==> src/rtl/dir_pkg.sv <==
package dir_pkg;

    typedef enum logic [1:0] {
        OP_READ    = 2'd0,
        OP_READEX  = 2'd1,
        OP_UPGRADE = 2'd2,
        OP_RSVD    = 2'd3
    } dir_op_e;

    typedef enum logic [1:0] {
        RSP_SHARED = 2'd0,
        RSP_EXCL   = 2'd1,
        RSP_UPG    = 2'd2,
        RSP_NACK   = 2'd3
    } dir_rsp_e;

    typedef enum logic {
        PRB_INV  = 1'b0,
        PRB_DOWN = 1'b1
    } dir_prb_e;

    // Reply sent when a probed transaction finishes
    function automatic dir_rsp_e finish_kind(input dir_op_e op);
        case (op)
            OP_READ:    return RSP_SHARED;
            OP_UPGRADE: return RSP_UPG;
            default:    return RSP_EXCL;
        endcase
    endfunction

endpackage

==> src/rtl/dir_entry_table.sv <==
module dir_entry_table
    import dir_pkg::*;
#(
    parameter int NODES  = 4,
    parameter int BLOCKS = 16,
    parameter int CW     = 3,
    parameter int NW     = 2,
    parameter int BW     = 4
) (
    input  logic             clk,
    input  logic             rst,
    input  logic             wr_en,
    input  logic [BW-1:0]    wr_blk,
    input  logic [NODES-1:0] wr_pres,
    input  logic             wr_excl,
    input  logic             wr_busy,
    input  logic [CW-1:0]    wr_cnt,
    input  logic [NW-1:0]    wr_pnode,
    input  dir_op_e          wr_pop,
    input  logic [BW-1:0]    rd_blk,
    output logic [NODES-1:0] rd_pres,
    output logic             rd_excl,
    output logic             rd_busy,
    output logic [CW-1:0]    rd_cnt,
    output logic [NW-1:0]    rd_pnode,
    output dir_op_e          rd_pop
);

    logic [NODES-1:0] pres_q  [BLOCKS];
    logic             excl_q  [BLOCKS];
    logic             busy_q  [BLOCKS];
    logic [CW-1:0]    cnt_q   [BLOCKS];
    logic [NW-1:0]    pnode_q [BLOCKS];
    dir_op_e          pop_q   [BLOCKS];

    for (genvar g = 0; g < BLOCKS; g++) begin : g_ent
        always_ff @(posedge clk) begin
            if (rst) begin
                pres_q[g]  <= '0;
                excl_q[g]  <= 1'b0;
                busy_q[g]  <= 1'b0;
                cnt_q[g]   <= '0;
                pnode_q[g] <= '0;
                pop_q[g]   <= OP_READ;
            end else if (wr_en && (wr_blk == BW'(g))) begin
                pres_q[g]  <= wr_pres;
                excl_q[g]  <= wr_excl;
                busy_q[g]  <= wr_busy;
                cnt_q[g]   <= wr_cnt;
                pnode_q[g] <= wr_pnode;
                pop_q[g]   <= wr_pop;
            end
        end
    end

    assign rd_pres  = pres_q[rd_blk];
    assign rd_excl  = excl_q[rd_blk];
    assign rd_busy  = busy_q[rd_blk];
    assign rd_cnt   = cnt_q[rd_blk];
    assign rd_pnode = pnode_q[rd_blk];
    assign rd_pop   = pop_q[rd_blk];

endmodule

==> src/rtl/dir_req_decide.sv <==
module dir_req_decide
    import dir_pkg::*;
#(
    parameter int NODES = 4,
    parameter int CW    = 3,
    parameter int NW    = 2
) (
    input  logic [NODES-1:0] cur_pres,
    input  logic             cur_excl,
    input  logic             cur_busy,
    input  logic [NW-1:0]    req_node,
    input  dir_op_e          req_op,
    output logic [NODES-1:0] nxt_pres,
    output logic             nxt_excl,
    output logic             nxt_busy,
    output logic [CW-1:0]    nxt_cnt,
    output logic             rsp_fire,
    output dir_rsp_e         rsp_kind,
    output logic             prb_fire,
    output dir_prb_e         prb_kind,
    output logic [NODES-1:0] prb_mask
);

    logic [NODES-1:0] self_bit;
    logic [NODES-1:0] others;
    logic [CW-1:0]    tgt_cnt;

    always_comb begin
        self_bit = '0;
        self_bit[req_node] = 1'b1;
        others = cur_pres & ~self_bit;
        tgt_cnt = '0;
        for (int i = 0; i < NODES; i++) begin
            tgt_cnt = tgt_cnt + CW'(others[i]);
        end
    end

    always_comb begin
        nxt_pres = cur_pres;
        nxt_excl = cur_excl;
        nxt_busy = cur_busy;
        nxt_cnt  = '0;
        rsp_fire = 1'b0;
        rsp_kind = RSP_NACK;
        prb_fire = 1'b0;
        prb_kind = PRB_INV;
        prb_mask = others;
        if (cur_busy) begin
            rsp_fire = 1'b1;
            rsp_kind = RSP_NACK;
        end else begin
            case (req_op)
                OP_READ: begin
                    if (cur_excl && (others != '0)) begin
                        prb_fire = 1'b1;
                        prb_kind = PRB_DOWN;
                        nxt_busy = 1'b1;
                        nxt_cnt  = tgt_cnt;
                    end else if (cur_excl) begin
                        rsp_fire = 1'b1;
                        rsp_kind = RSP_EXCL;
                    end else begin
                        rsp_fire = 1'b1;
                        rsp_kind = RSP_SHARED;
                        nxt_pres = cur_pres | self_bit;
                    end
                end
                OP_READEX, OP_UPGRADE: begin
                    if ((req_op == OP_UPGRADE) && !cur_pres[req_node]) begin
                        rsp_fire = 1'b1;
                        rsp_kind = RSP_NACK;
                    end else if (others == '0) begin
                        rsp_fire = 1'b1;
                        rsp_kind = finish_kind(req_op);
                        nxt_pres = self_bit;
                        nxt_excl = 1'b1;
                    end else begin
                        prb_fire = 1'b1;
                        prb_kind = PRB_INV;
                        nxt_busy = 1'b1;
                        nxt_cnt  = tgt_cnt;
                    end
                end
                default: begin
                    rsp_fire = 1'b1;
                    rsp_kind = RSP_NACK;
                end
            endcase
        end
    end

endmodule

==> src/rtl/dir_ack_track.sv <==
module dir_ack_track
    import dir_pkg::*;
#(
    parameter int NODES = 4,
    parameter int CW    = 3,
    parameter int NW    = 2
) (
    input  logic             ack_valid,
    input  logic [NW-1:0]    ack_node,
    input  logic [NODES-1:0] cur_pres,
    input  logic             cur_excl,
    input  logic             cur_busy,
    input  logic [CW-1:0]    cur_cnt,
    input  logic [NW-1:0]    cur_pnode,
    input  dir_op_e          cur_pop,
    output logic             wr_en,
    output logic [NODES-1:0] nxt_pres,
    output logic             nxt_excl,
    output logic             nxt_busy,
    output logic [CW-1:0]    nxt_cnt,
    output logic             done,
    output dir_rsp_e         done_kind
);

    logic [NODES-1:0] owner_bit;
    logic             counts;

    always_comb begin
        owner_bit = '0;
        owner_bit[cur_pnode] = 1'b1;
        counts = ack_valid && cur_busy && cur_pres[ack_node] && (ack_node != cur_pnode);
    end

    always_comb begin
        wr_en     = counts;
        nxt_pres  = cur_pres;
        nxt_excl  = cur_excl;
        nxt_busy  = cur_busy;
        nxt_cnt   = cur_cnt;
        done      = 1'b0;
        done_kind = finish_kind(cur_pop);
        if (counts) begin
            if (cur_cnt <= CW'(1)) begin
                done     = 1'b1;
                nxt_busy = 1'b0;
                nxt_cnt  = '0;
                if (cur_pop == OP_READ) begin
                    nxt_pres = cur_pres | owner_bit;
                    nxt_excl = 1'b0;
                end else begin
                    nxt_pres = owner_bit;
                    nxt_excl = 1'b1;
                end
            end else begin
                nxt_cnt = cur_cnt - CW'(1);
            end
        end
    end

endmodule

==> src/rtl/dir_home_ctrl.sv <==
module dir_home_ctrl
    import dir_pkg::*;
#(
    parameter  int NODES  = 4,
    parameter  int BLOCKS = 16,
    localparam int NW     = (NODES > 1) ? $clog2(NODES) : 1,
    localparam int BW     = (BLOCKS > 1) ? $clog2(BLOCKS) : 1
) (
    input  logic             clk,
    input  logic             rst,
    input  logic             req_valid,
    output logic             req_ready,
    input  logic [NW-1:0]    req_node,
    input  logic [BW-1:0]    req_blk,
    input  logic [1:0]       req_op,
    output logic             resp_valid,
    output logic [NW-1:0]    resp_node,
    output logic [BW-1:0]    resp_blk,
    output logic [1:0]       resp_kind,
    output logic             probe_valid,
    output logic             probe_kind,
    output logic [NODES-1:0] probe_mask,
    output logic [NW-1:0]    probe_src,
    output logic [BW-1:0]    probe_blk,
    input  logic             ack_valid,
    input  logic [NW-1:0]    ack_node,
    input  logic [BW-1:0]    ack_blk
);

    localparam int CW = $clog2(NODES + 1);

    dir_op_e          op_in;
    logic             accept;
    logic [BW-1:0]    rd_blk;

    logic [NODES-1:0] cur_pres;
    logic             cur_excl, cur_busy;
    logic [CW-1:0]    cur_cnt;
    logic [NW-1:0]    cur_pnode;
    dir_op_e          cur_pop;

    logic [NODES-1:0] d_pres, a_pres, w_pres;
    logic             d_excl, a_excl, w_excl;
    logic             d_busy, a_busy, w_busy;
    logic [CW-1:0]    d_cnt, a_cnt, w_cnt;
    logic             d_rsp_fire, d_prb_fire, a_wr, a_done, w_en;
    dir_rsp_e         d_rsp_kind, a_done_kind;
    dir_prb_e         d_prb_kind;
    logic [NODES-1:0] d_prb_mask;
    logic [NW-1:0]    w_pnode;
    dir_op_e          w_pop;

    dir_rsp_e         resp_kind_q;
    dir_prb_e         probe_kind_q;

    assign op_in     = dir_op_e'(req_op);
    assign req_ready = !ack_valid;
    assign accept    = req_valid && req_ready;
    assign rd_blk    = ack_valid ? ack_blk : req_blk;

    dir_entry_table #(
        .NODES(NODES), .BLOCKS(BLOCKS), .CW(CW), .NW(NW), .BW(BW)
    ) table_i (
        .clk(clk), .rst(rst),
        .wr_en(w_en), .wr_blk(rd_blk), .wr_pres(w_pres), .wr_excl(w_excl),
        .wr_busy(w_busy), .wr_cnt(w_cnt), .wr_pnode(w_pnode), .wr_pop(w_pop),
        .rd_blk(rd_blk), .rd_pres(cur_pres), .rd_excl(cur_excl), .rd_busy(cur_busy),
        .rd_cnt(cur_cnt), .rd_pnode(cur_pnode), .rd_pop(cur_pop)
    );

    dir_req_decide #(.NODES(NODES), .CW(CW), .NW(NW)) decide_i (
        .cur_pres(cur_pres), .cur_excl(cur_excl), .cur_busy(cur_busy),
        .req_node(req_node), .req_op(op_in),
        .nxt_pres(d_pres), .nxt_excl(d_excl), .nxt_busy(d_busy), .nxt_cnt(d_cnt),
        .rsp_fire(d_rsp_fire), .rsp_kind(d_rsp_kind),
        .prb_fire(d_prb_fire), .prb_kind(d_prb_kind), .prb_mask(d_prb_mask)
    );

    dir_ack_track #(.NODES(NODES), .CW(CW), .NW(NW)) ack_i (
        .ack_valid(ack_valid), .ack_node(ack_node),
        .cur_pres(cur_pres), .cur_excl(cur_excl), .cur_busy(cur_busy),
        .cur_cnt(cur_cnt), .cur_pnode(cur_pnode), .cur_pop(cur_pop),
        .wr_en(a_wr), .nxt_pres(a_pres), .nxt_excl(a_excl), .nxt_busy(a_busy),
        .nxt_cnt(a_cnt), .done(a_done), .done_kind(a_done_kind)
    );

    // One write port: acknowledgements and requests never share a cycle
    always_comb begin
        if (ack_valid) begin
            w_en    = a_wr;
            w_pres  = a_pres;
            w_excl  = a_excl;
            w_busy  = a_busy;
            w_cnt   = a_cnt;
            w_pnode = cur_pnode;
            w_pop   = cur_pop;
        end else begin
            // A refused request must leave the pending fields intact
            w_en    = accept && !cur_busy;
            w_pres  = d_pres;
            w_excl  = d_excl;
            w_busy  = d_busy;
            w_cnt   = d_cnt;
            w_pnode = req_node;
            w_pop   = op_in;
        end
    end

    always_ff @(posedge clk) begin
        if (rst) begin
            resp_valid   <= 1'b0;
            resp_node    <= '0;
            resp_blk     <= '0;
            resp_kind_q  <= RSP_SHARED;
            probe_valid  <= 1'b0;
            probe_kind_q <= PRB_INV;
            probe_mask   <= '0;
            probe_src    <= '0;
            probe_blk    <= '0;
        end else begin
            resp_valid  <= (accept && d_rsp_fire) || (ack_valid && a_done);
            probe_valid <= accept && d_prb_fire;
            if (accept) begin
                resp_node    <= req_node;
                resp_blk     <= req_blk;
                resp_kind_q  <= d_rsp_kind;
                probe_kind_q <= d_prb_kind;
                probe_mask   <= d_prb_mask;
                probe_src    <= req_node;
                probe_blk    <= req_blk;
            end else if (ack_valid && a_done) begin
                resp_node   <= cur_pnode;
                resp_blk    <= ack_blk;
                resp_kind_q <= a_done_kind;
            end
        end
    end

    assign resp_kind  = resp_kind_q;
    assign probe_kind = probe_kind_q;

endmodule

==> config.mk <==
export PLATFORM = sky130hd
export DESIGN_NAME = dir_home_ctrl
export DESIGN_NICKNAME = d
export VERILOG_FILES = /design/src/rtl/dir_pkg.sv /design/src/rtl/dir_entry_table.sv /design/src/rtl/dir_req_decide.sv /design/src/rtl/dir_ack_track.sv /design/src/rtl/dir_home_ctrl.sv
export SDC_FILE = /design/constraint.sdc
export NUM_CORES = 1
export LEC_CHECK = 0
export BUFFER_PORTS_ARGS = -buffer_cell sky130_fd_sc_hd__buf_2
export CAP_MARGIN = 5
export CORE_MARGIN = 4
export CORE_UTILIZATION = 55
export DETAILED_ROUTE_END_ITERATION = 6
export GPL_ROUTABILITY_DRIVEN = 0
export MAX_ROUTING_LAYER = met4
export PLACE_DENSITY = 0.73
export REMOVE_ABC_BUFFERS = 1
export SYNTH_ARGS = -nofsm -noshare
export SYNTH_HDL_FRONTEND = slang
export SYNTH_SLANG_ARGS = --single-unit
==> constraint.sdc <==
create_clock -name clk -period 4.55 [get_ports clk]
set_input_delay 0.6825 -clock clk [delete_from_list [all_inputs] [get_ports clk]]
set_output_delay 0.6825 -clock clk [all_outputs]
set_load 0.05 [all_outputs]
* Word-level counts from Yosys, hierarchy flattened
Memories as Yosys holds them, arrays and structs flattened. Index checks and enable logic that the tools add are counted.
Word-level totals: flip-flop bits (word level) 21, memories 6, logic and storage cells 399, output and inout port bits 22, input bits 18, memory bits (writable) 208
Operators by class: bitwise operators 100, reduce and logical (&&, ||, !) cells 39, muxes and demuxes 216, eq/ne operators 19, add/subtract/negate cells 4, $lt $le $gt $ge 6
Memories:
- table_i.pres_q | words 16, bits a word 4, rd ports 1, clocked after memory_dff 0, wr ports 16, line dir_entry_table.sv:29 | logic [NODES-1:0] pres_q [BLOCKS];
- table_i.cnt_q | words 16, bits a word 3, rd ports 1, clocked after memory_dff 0, wr ports 16, line dir_entry_table.sv:32 | logic [CW-1:0] cnt_q [BLOCKS];
- table_i.pnode_q | words 16, bits a word 2, rd ports 1, clocked after memory_dff 0, wr ports 16, line dir_entry_table.sv:33 | logic [NW-1:0] pnode_q [BLOCKS];
- table_i.pop_q | words 16, bits a word 2, rd ports 1, clocked after memory_dff 0, wr ports 16, line dir_entry_table.sv:34 | dir_op_e pop_q [BLOCKS];
- table_i.busy_q | words 16, bits a word 1, rd ports 1, clocked after memory_dff 0, wr ports 16, line dir_entry_table.sv:31 | logic busy_q [BLOCKS];
- table_i.excl_q | words 16, bits a word 1, rd ports 1, clocked after memory_dff 0, wr ports 16, line dir_entry_table.sv:30 | logic excl_q [BLOCKS];
Operator list (number):
- $mux 1 | 112
- $mux 4 | 28
- $or 1x1->1 | 96
- $mux 2 | 43
- $mux 3 | 23
- $eq 4x4->1 const B | 8
- $logic_and 1x1->1 | 28
- $eq 4x3->1 const B | 4
- $lt 2x3->1 const B | 3
- $eq 4x2->1 const B | 2
- $logic_not 4->1 | 2
- $or 4x4->4 | 2
- $pmux 2 s2 | 2
- $pmux 4 s2 | 1
- $add 3x1->3 | 2
- $pmux 3 s2 | 1
- $and 4x4->4 | 1
- $bmux 1 s2 | 2
- $demux 1 s2 | 2
- $eq 2x2->1 const B | 2
- $eq 4x1->1 const B | 1
- $ge 2x1->1 const B | 2
- $logic_not 2->1 | 2
- $not 4->4 | 1
- other kinds (11) | 14

* Longest topological paths before layout
Gate-level depths: netlist (run 1).
word-level depth 15, gate-level depth with buffers 18

* By module
From an unflattened synthesis (run 1), not the netlist that was laid out.
Unflattened totals: cell total of the unflattened synthesis 832, area, all modules 11292.1 µm²
Modules (own cells, without submodules):
- dir_entry_table | instances 1, cells an instance 613, area an instance 9469.1 µm²
- dir_home_ctrl | instances 1, cells an instance 118, area an instance 1074.8 µm²
- dir_req_decide | instances 1, cells an instance 65, area an instance 473.0 µm²
- dir_ack_track | instances 1, cells an instance 36, area an instance 275.3 µm²

* Worst setup path after synthesis (run 1)
OpenSTA, ideal clock, no wires.
path type in2reg, start point in ack_valid, end point mem table_i.busy_q[12], enable pin, slack 0.163 ns, library setup time 0.386 ns, cell stages on the path 12, arrival 4.001 ns, cells stage by stage buf_6 > mux2_4 > mux4_1 > and2_0 > or4_1 > clkbuf_1 > xnor2_2 > o21ai_1 > o31ai_1 > buf_2 > nand2_1 > o21bai_1
RTL lines:
- from (decl) | line dir_home_ctrl.sv:25 | input logic ack_valid,
- to (decl) | line dir_entry_table.sv:31

==> flow_metrics.env, run 1 <==
export IMPL_synth_most_common_cell="edfxtp_1"
export IMPL_grt_pass1_vias=8882
export IMPL_synth_area_leader_cell="edfxtp_1"
export IMPL_drt_drc_violations_left=0
export IMPL_ys_types=74
export IMPL_timing_reg2reg_setup_slack_ns=1.06
export IMPL_worst_pin_slew_ns=0.8507
export IMPL_start_util_pct=56.08
export IMPL_crit_fanout=13
export IMPL_yosys_warnings=0
export IMPL_max_slew_margin_pct=42.76
export IMPL_die_area_mm2=0.02306
export IMPL_end_kind="register"
export IMPL_hold_viol=0
export IMPL_hold_ws_ns=0.4530
export IMPL_holdBufCountCts=0
export IMPL_drive_above_1_share_pct=18.81
export IMPL_cts_buffer_depth=3
export IMPL_synth_seq_cells=229
export IMPL_cts_sinks=229
export IMPL_die_w_um=151.9
export IMPL_hpwlAfterDp_mm=21.94
export IMPL_setup_viol=0
export IMPL_core_mm2=0.02030
export IMPL_syn_avg_cell_area_um2=11.05
export IMPL_synth_area_leaders="edfxtp_1, o21ai_0, nor2_1"
export IMPL_setup_ws_ns=0.3683
export IMPL_period_share_pct=91.90
export IMPL_p_per_area_mw_per_mm2=385.7
export IMPL_port_buffers=39
export IMPL_wl_per_cell_um=24.37
export IMPL_clock_root_buffer="clkbuf_16"
export IMPL_via_per_inst=6.578
export IMPL_htree_levels=1
export IMPL_grt_pass1_wl_mm=52.76
export IMPL_worstSetupPathType="in -> reg"
export IMPL_crit_path_start_kind="input pin"
export IMPL_cts_buffers=24
export IMPL_cts_resized=0
export IMPL_drtIter0Drc=1250
export IMPL_fmax_mhz=239.1
export IMPL_rows=52
export IMPL_post_cts_buffers=0
export IMPL_p_leak_nw=4.673
export IMPL_dp_slack_ns=-0.01540
export IMPL_async_flop_share_pct=0
export IMPL_grt_max_degree=43
export IMPL_wirelength_mm=33.70
export IMPL_clock_latency_ns=0.54
export IMPL_ir_worst_vdd_mv=0.2488
export IMPL_seq_area_frac_synth_pct=58.56
export IMPL_postPlaceCellArea_mm2=0.01244
export IMPL_outcome="completed"
export IMPL_final_area_mm2=0.01321
export IMPL_dr_total_vias=9098
export IMPL_hold_class="reg -> reg"
export IMPL_die_h_um=151.9
export IMPL_cp_data_arrival_time_ns=4.57
export IMPL_dr_pass1_iters=6
export IMPL_antenna_found_initial=2
export IMPL_nNetsFinal=1120
export IMPL_tns_ns=0
export IMPL_skew_ns=0.02562
export IMPL_rsz0062_at_grt="no"
export IMPL_fill_cells=1585
export IMPL_slew_violations=0
export IMPL_grt_overflow_total=0
export IMPL_total_power_mw=5.095
export IMPL_clk_pin_slew_ns=0.06
export IMPL_io_pins=40
export IMPL_synthToLayoutAreaGrowth_pct=16.03
export IMPL_synth_edf_count=208
export IMPL_ys_top_cells_by_count="edfxtp_1, nor2_1, o21ai_0, clkbuf_1, nand2_1"
export IMPL_track_usage_pct=29.83
export IMPL_yosys_most_used_dff="edfxtp_1"
export IMPL_required_ns=4.94
export IMPL_postSynthCellCount=1030
export IMPL_synth_top_cell_area_share_pct=54.86
export IMPL_ant_nets=0
export IMPL_max_cap_violations=0
export IMPL_synthesis_area_mm2=0.01138
export IMPL_tritoncts="done"
export IMPL_finalCriticalPeriod_ns=4.182
[worst paths after layout]
kind	cells past startpoint	startpoint	endpoint
worst max register to register	10	table_i.pnode_q[9][1]	table_i.cnt_q[13][0]
worst min register to register	2	probe_blk[0]	probe_blk[0]
worst min-delay path	2	probe_blk[0]	probe_blk[0]
worst max-delay path	15	ack_valid	table_i.excl_q[11]
[logic make-up after synthesis]
| logic type | Yosys count | share of synthesized area, % |
|---|---|---|
| adders and majority gates | 9 | 1.055 |
| muxes | 26 | 4.088 |
| xor gates and xnor gates | 2 | 0.2199 |
| DFF | 229 | 58.56 |
| AOI/OAI and AO/OA | 307 | 17.27 |
| buffers and inverters | 104 | 4.011 |
| and+or+nand+nor | 353 | 14.80 |
[layout make-up]
type                            instances  area [um^2]  share of cell area (%)
Sequential cell                       229         6666                   50.46
Multi-Input combinational cell        697         4290                   32.48
Timing Repair Buffer                  124         1084                   8.202
Clock buffer                           35        704.4                   5.332
Tap cell                              270        337.8                   2.557
Inverter                               17        63.81                  0.4830
Clock inverter                          9        58.81                  0.4452
Antenna cell                            2        5.005                 0.03789
[stage by stage]
stage	cells	utilization (%)
global route	1383	65.08
CTS	1381	65.05
global placement	1337	61.29
detailed placement	1337	61.29
finish	1383	65.08
floorplan	943	-
[where the power goes]
group	total [mW]	internal [mW]	switching [mW]	leakage (nW)
combinational	0.817	0.276	0.541	1.97
clock	1.88	1.08	0.802	0.383
sequential	2.40	2.37	0.0238	2.32
[metal layers]
layer | up-vias | global-route usage (%) | part of all wire (%)
li1 | 3957 | - | -
met1 | 4392 | 39.17 | 37
met2 | 627 | 45.19 | 46
met3 | 122 | 7.082 | 12
met4 | 0 | 12.11 | 5.0
met5 | - | - | 0
[sequential cells by signal (all words and copies together) (netlist names), 4 cells and up]
name	flops
probe_blk	4
probe_mask	4
resp_blk	4
table_i.busy_q	16
table_i.cnt_q	48
table_i.excl_q	16
table_i.pnode_q	32
table_i.pop_q	32
table_i.pres_q	64
[worst max-delay path, stage by stage]
cell and delay [ns]:
buf_2 0.20, buf_4 0.21, o32a_1 0.66, a41oi_1 0.18
nor4_1 0.79, nor2_1 0.14, inv_1 0.09, ha_1 0.20
and3_1 0.17, a32oi_1 0.11, and2_1 0.23, o31ai_1 0.42
mux2i_2 0.13, buf_4 0.20, nor2_1 0.12
[layout by cell type, fill, tap and decap left out, types with 7 or more instances in the layout]
cell and count:
a21o_1 7, a21oi_1 39, a21oi_2 11, a41o_1 7, a41oi_1 29, and2b_1 10
buf_12 20, buf_2 39, buf_4 65, clkbuf_16 25, dfxtp_1 21, edfxtp_1 208
ha_1 8, inv_1 16, mux2i_1 8, mux4_2 13, nand2_1 44, nand2b_1 11
nand3_1 26, nor2_1 179, nor2b_1 29, nor4_1 8, o21ai_0 138, o21bai_1 29
(Power assumes the default switching activity.)
==> run 2: changes to the inputs <==
SYNTH_HIERARCHICAL = 1   (was unset)
==> flow_metrics.env, run 2 <==
export IMPL_outcome="completed"
export IMPL_timing_reg2reg_setup_slack_ns=0.83
export IMPL_regToRegStartpoint="table_i/pnode_q[11][1]"
export IMPL_via_per_inst=6.055
export IMPL_ys_top_cells_by_count="and2_1, edfxtp_1, nand2_1, mux4_2, clkbuf_1"
export IMPL_syn_avg_cell_area_um2=13.57
export IMPL_regToRegEndpoint="table_i/pnode_q[11][0]"
export IMPL_fin_cells=1174
export IMPL_yosys_warnings=6
export IMPL_period_share_pct=95.03
export IMPL_end_kind="register"
export IMPL_dr_total_vias=7108
export IMPL_htree_levels=1
export IMPL_cts_buffer_depth=3
export IMPL_synth_top_cell_area_share_pct=55.31
export IMPL_p_leak_nw=4.762
export IMPL_regMostFlops="table_i/pres_q"
export IMPL_worst_pin_slew_ns=0.9327
export IMPL_ant_nets=0
export IMPL_grt_overflow_total=0
export IMPL_die_w_um=151.3
export IMPL_antenna_found_initial=1
export IMPL_tritoncts="done"
export IMPL_crit_buf_inv=3
export IMPL_ir_worst_vdd_mv=0.1794
export IMPL_crit_path_start_kind="input pin"
export IMPL_grt_max_degree=32
export IMPL_io_pins=40
export IMPL_grt_pass1_vias=7082
export IMPL_crit_chain="buf_2, mux2_4, buf_4, mux4_2, a22oi_1, nand2_1, xor2_1, o2111ai_4, inv_2, nand2_1, o21ai_0, nand4b_1, nor2_1, and2_1"
export IMPL_core_mm2=0.02023
export IMPL_critical_path_slowest_cell="nor2_1"
export IMPL_postSynthCellCount=832
export IMPL_hpwlAfterDp_mm=18.11
export IMPL_holdBufCountCts=0
export IMPL_port_buffers=39
export IMPL_slew_violations=0
export IMPL_grt_pass1_wl_mm=40.60
export IMPL_cp_depth=14
export IMPL_cpLargestDelayFamily="simple AND/OR/NAND/NOR gates"
export IMPL_hold_class="reg -> reg"
export IMPL_crit_fanout=13
export IMPL_cp_data_arrival_time_ns=4.69
export IMPL_tns_ns=0
export IMPL_skew_ns=0.008548
export IMPL_synth_seq_cells=229
export IMPL_critical_path_most_common_cell="nand2_1"
export IMPL_drtIter0Drc=666
export IMPL_wl_per_cell_um=22.93
export IMPL_top_regs="table_i/pres_q x64, table_i/cnt_q x48"
export IMPL_nNetsFinal=915
export IMPL_synth_area_leader_cell="edfxtp_1"
export IMPL_yosys_most_used_dff="edfxtp_1"
export IMPL_p_per_area_mw_per_mm2=384.1
export IMPL_critPathLaunch="ack_valid"
export IMPL_start_util_pct=55.81
export IMPL_clock_root_buffer="clkbuf_16"
export IMPL_mostFrequentLayoutCells="and2_1, edfxtp_1, nand2_1"
export IMPL_wirelength_mm=26.92
export IMPL_largest_reg_flops=64
export IMPL_async_flop_share_pct=0
export IMPL_synthToLayoutAreaGrowth_pct=12.02
export IMPL_synth_area_leaders="edfxtp_1, and2_1, mux4_2"
export IMPL_hold_viol=0
export IMPL_die_area_mm2=0.02289
export IMPL_clock_latency_ns=0.50
export IMPL_synth_most_common_cell="and2_1"
export IMPL_drt_drc_violations_left=0
export IMPL_required_ns=4.91
export IMPL_cts_resized=0
export IMPL_cts_buffers=23
export IMPL_max_cap_violations=0
export IMPL_endpoint="table_i/pnode_q[11][0]"
export IMPL_max_slew_margin_pct=37.59
export IMPL_hold_ws_ns=0.4525
export IMPL_synthesis_area_mm2=0.01129
export IMPL_cts_sinks=229
export IMPL_ys_types=55
export IMPL_dp_cells=1133
export IMPL_setup_viol=0
export IMPL_worstSetupPathType="in -> reg"
export IMPL_fmax_mhz=231.3
export IMPL_seq_area_frac_synth_pct=59.04
export IMPL_finalCriticalPeriod_ns=4.324
export IMPL_synth_edf_count=208
export IMPL_rsz0062_at_grt="no"
export IMPL_dr_pass1_iters=5
export IMPL_drive_above_1_share_pct=23.34
export IMPL_post_cts_buffers=0
export IMPL_rr_worst_depth=11
export IMPL_die_h_um=151.3
export IMPL_antenna_cells=0
export IMPL_track_usage_pct=24.43
export IMPL_clk_pin_slew_ns=0.06
export IMPL_rows=52
export IMPL_final_common_cell="and2_1"
export IMPL_slowest_delay_ns=0.80
-- run 2: changes by cell type after synthesis, sizes merged, moves of 16 or more --
cell / change
a21oi: -35
nand2: +16
o21ai: -125
and2: +207
nor2: -157
a41oi: -29
nor2b: -24
o21bai: -30
mux4: +39
a22oi: +24
-- run 2: cells by family after synthesis --
family / after synthesis / share of synthesized area, %
adders and majority gates: 9 / 0.9972
DFF: 229 / 59.04
muxes: 72 / 12.55
xor gates and xnor gates: 2 / 0.1552
AOI/OAI and AO/OA: 96 / 6.471
and+or+nand+nor: 344 / 17.41
buffers and inverters: 80 / 3.379
-- run 2: final cells by class --
cell class / count / area, um^2
repair buffers: 93 / 650.6
fillers: 1490 / 7585
clock inverters: 5 / 20.02
inverters: 18 / 67.56
flip-flops and latches: 229 / 6666
clock buffers: 36 / 644.4
multi-input cells: 523 / 4263
well taps: 270 / 337.8
-- run 2: tightest hold or removal path, stage by stage (launching register included) --
cell and delay, ns:
dfxtp_1 0.30, nand2_1 0.05, a21oi_1 0.05
-- run 2: through the flow --
step	power (mW)	util [%]	cell area, um^2	worst slack [ns]
2_1_floorplan	2.886	-	10980	-0.9320
3_3_place_gp	3.163	59.23	11990	-0.1028
3_5_place_dp	3.191	59.23	11990	-0.1723
4_1_cts	4.875	62.52	12650	0.3325
5_1_grt	5.044	62.52	12650	0.06144
6_report	4.859	62.52	12650	0.2262
-- run 2: layer usage --
| metal | track usage (%) | wire (um) | vias to the layer above |
|---|---|---|---|
| li1 | - | - | 3168 |
| met1 | 32.98 | 10680 | 3539 |
| met2 | 37.96 | 12760 | 341 |
| met3 | 4.428 | 2529 | 60 |
| met4 | 8.114 | 952 | 0 |
| met5 | - | 0 | - |
-- run 2: power by group --
group | total [mW] | switching, mW | internal (mW)
combinational | 0.762 | 0.498 | 0.264
sequential | 2.40 | 0.0260 | 2.37
clock | 1.70 | 0.730 | 0.966
total | 4.86 | 1.25 | 3.60
-- run 2: worst min-delay path by stage --
stage             startpoint  depth (start not counted)  slack (ns)       endpoint
2_1_floorplan   probe_blk[0]                          2        0.67   probe_blk[0]
3_3_place_gp    probe_src[0]                          2        0.44   probe_src[0]
3_5_place_dp   probe_mask[2]                          2        0.45  probe_mask[2]
4_1_cts           req_blk[3]                          3        0.45   probe_blk[3]
5_1_grt           probe_kind                          2        0.47     probe_kind
6_report          probe_kind                          2        0.45     probe_kind
==> run 3: changes to the inputs <==
CORE_UTILIZATION = 45   (was 55)
PLACE_DENSITY = 0.61   (was 0.73)
==> flow_metrics.env, run 3 (synthesis results as in run 2) <==
export IMPL_die_area_mm2=0.02769
export IMPL_hpwlAfterDp_mm=19.09
export IMPL_cpLargestDelayFamily="multiplexers"
export IMPL_critical_path_slowest_cell="mux4_2"
export IMPL_dr_pass1_iters=5
export IMPL_outcome="completed"
export IMPL_drt_drc_violations_left=0
export IMPL_clock_latency_ns=0.52
export IMPL_tritoncts="done"
export IMPL_drive_above_1_share_pct=25.52
export IMPL_worstSetupPathType="in -> reg"
export IMPL_p_per_area_mw_per_mm2=403.7
export IMPL_cts_buffer_depth=3
export IMPL_required_ns=4.81
export IMPL_slowest_delay_ns=0.41
export IMPL_grt_overflow_total=0
export IMPL_hold_class="in -> reg"
export IMPL_cts_sinks=229
export IMPL_crit_fanout=16
export IMPL_drtIter0Drc=755
export IMPL_worst_pin_slew_ns=0.9874
export IMPL_dr_total_vias=7058
export IMPL_grt_max_degree=28
export IMPL_ant_nets=0
export IMPL_grt_pass1_vias=7076
export IMPL_period_share_pct=91.26
export IMPL_skew_ns=0.01252
export IMPL_hold_viol=0
export IMPL_slew_violations=0
export IMPL_max_cap_violations=0
export IMPL_p_leak_nw=4.971
export IMPL_top_regs="table_i/pres_q x64, table_i/cnt_q x48"
export IMPL_antenna_found_initial=1
export IMPL_synthToLayoutAreaGrowth_pct=16.64
export IMPL_fmax_mhz=240.8
export IMPL_grt_pass1_wl_mm=42.84
export IMPL_die_w_um=166.4
export IMPL_cts_resized=0
export IMPL_fin_cells=1241
export IMPL_io_pins=40
export IMPL_crit_chain="buf_2, mux2_4, buf_12, buf_4, mux4_2, a22oi_1, nand2_1, and2_1, inv_1, ha_1, ha_1, ha_1, ha_1, and2_1, mux2_2, and2_1"
export IMPL_dp_cells=1197
export IMPL_critical_path_most_common_cell="ha_1"
export IMPL_clock_root_buffer="clkbuf_16"
export IMPL_die_h_um=166.4
export IMPL_final_common_cell="and2_1"
export IMPL_crit_path_start_kind="input pin"
export IMPL_nNetsFinal=927
export IMPL_post_cts_buffers=0
export IMPL_end_kind="register"
export IMPL_crit_buf_inv=4
export IMPL_rows=57
export IMPL_wirelength_mm=28.20
export IMPL_mostFrequentLayoutCells="and2_1, edfxtp_1, nand2_1"
export IMPL_setup_viol=0
export IMPL_largest_reg_flops=64
export IMPL_holdBufCountCts=0
export IMPL_finalCriticalPeriod_ns=4.152
export IMPL_clk_pin_slew_ns=0.06
export IMPL_port_buffers=39
export IMPL_rsz0062_at_grt="no"
export IMPL_htree_levels=1
export IMPL_cp_data_arrival_time_ns=4.42
export IMPL_via_per_inst=5.687
export IMPL_wl_per_cell_um=22.72
export IMPL_tns_ns=0
export IMPL_total_power_mw=5.317
export IMPL_fill_cells=1999
export IMPL_core_mm2=0.02453
export IMPL_antenna_cells=0
export IMPL_cts_buffers=25
export IMPL_track_usage_pct=20.49
export IMPL_start_util_pct=46.03
export IMPL_regMostFlops="table_i/pres_q"
export IMPL_max_slew_margin_pct=33.93
export IMPL_ir_worst_vdd_mv=0.2983
## run 3: cell count changes in the layout (fill, tap and decap cells not counted), moves of 5 or more
cell       before  now
clkbuf_1       11    2
bufinv_16       0    5
buf_4          50   45
buf_12          4   19
clkinv_2        1    6
## run 3: per-stage QoR
step	utilization [%]	setup slack, ns	hold slack, ns	area (um^2)
after global placement	50.20	-0.09352	0.4392	12320
after detailed placement	50.20	-0.1370	0.4466	12320
final	53.69	0.3976	0.4325	13170
after CTS	53.69	0.4002	0.4153	13170
after global routing	53.69	0.1965	0.4536	13170
after floorplan	-	-0.9320	0.6744	10980
## run 3: worst paths after layout
kind | cells past startpoint | endpoint | slack, ns | start
max | 16 | table_i/cnt_q[3][1] | 0.40 | ack_valid
min | 3 | probe_blk[3] | 0.43 | req_blk[3]
max reg2reg | 11 | table_i/cnt_q[4][0] | 0.81 | table_i/pnode_q[3][1]
min reg2reg | 2 | probe_kind | 0.45 | probe_kind
## run 3: report_power, final
| group | switching [mW] | total [mW] | internal, mW |
|---|---|---|---|
| logic | 0.505 | 0.804 | 0.299 |
| clock network | 0.825 | 2.11 | 1.29 |
| registers | 0.0256 | 2.40 | 2.37 |
## run 3: per-layer routing
metal | up-vias | GRT usage [%] | wire length, um | share of wire [%]
met4 | 0 | 5.514 | 774 | 2.7
met2 | 268 | 32.63 | 13350 | 47
met1 | 3548 | 27.74 | 12030 | 43
li1 | 3190 | - | - | -
met5 | - | - | 0 | 0
met3 | 52 | 3.342 | 2048 | 7.3
## run 3: worst register-to-register path, cell delays in order (launching register included)
cell	delay [ns]
edfxtp_1	0.38
mux4_2	0.49
a22oi_1	0.33
nand2_1	0.14
xor2_1	0.24
o2111ai_4	0.16
inv_2	0.08
nand2_1	0.05
o21ai_0	0.11
or4b_1	0.59
nor2_1	0.79
and2_1	0.24
## run 3: area by class of cell
class / instances / area (um^2) / share of cell area [%]
Sequential cell: 229 / 6666 / 50.61
Timing Repair Buffer: 103 / 913.4 / 6.935
Tap cell: 324 / 405.4 / 3.078
Multi-Input combinational cell: 523 / 4263 / 32.36
Clock inverter: 17 / 222.7 / 1.691
Clock buffer: 27 / 633.1 / 4.807
Inverter: 18 / 67.56 / 0.5130
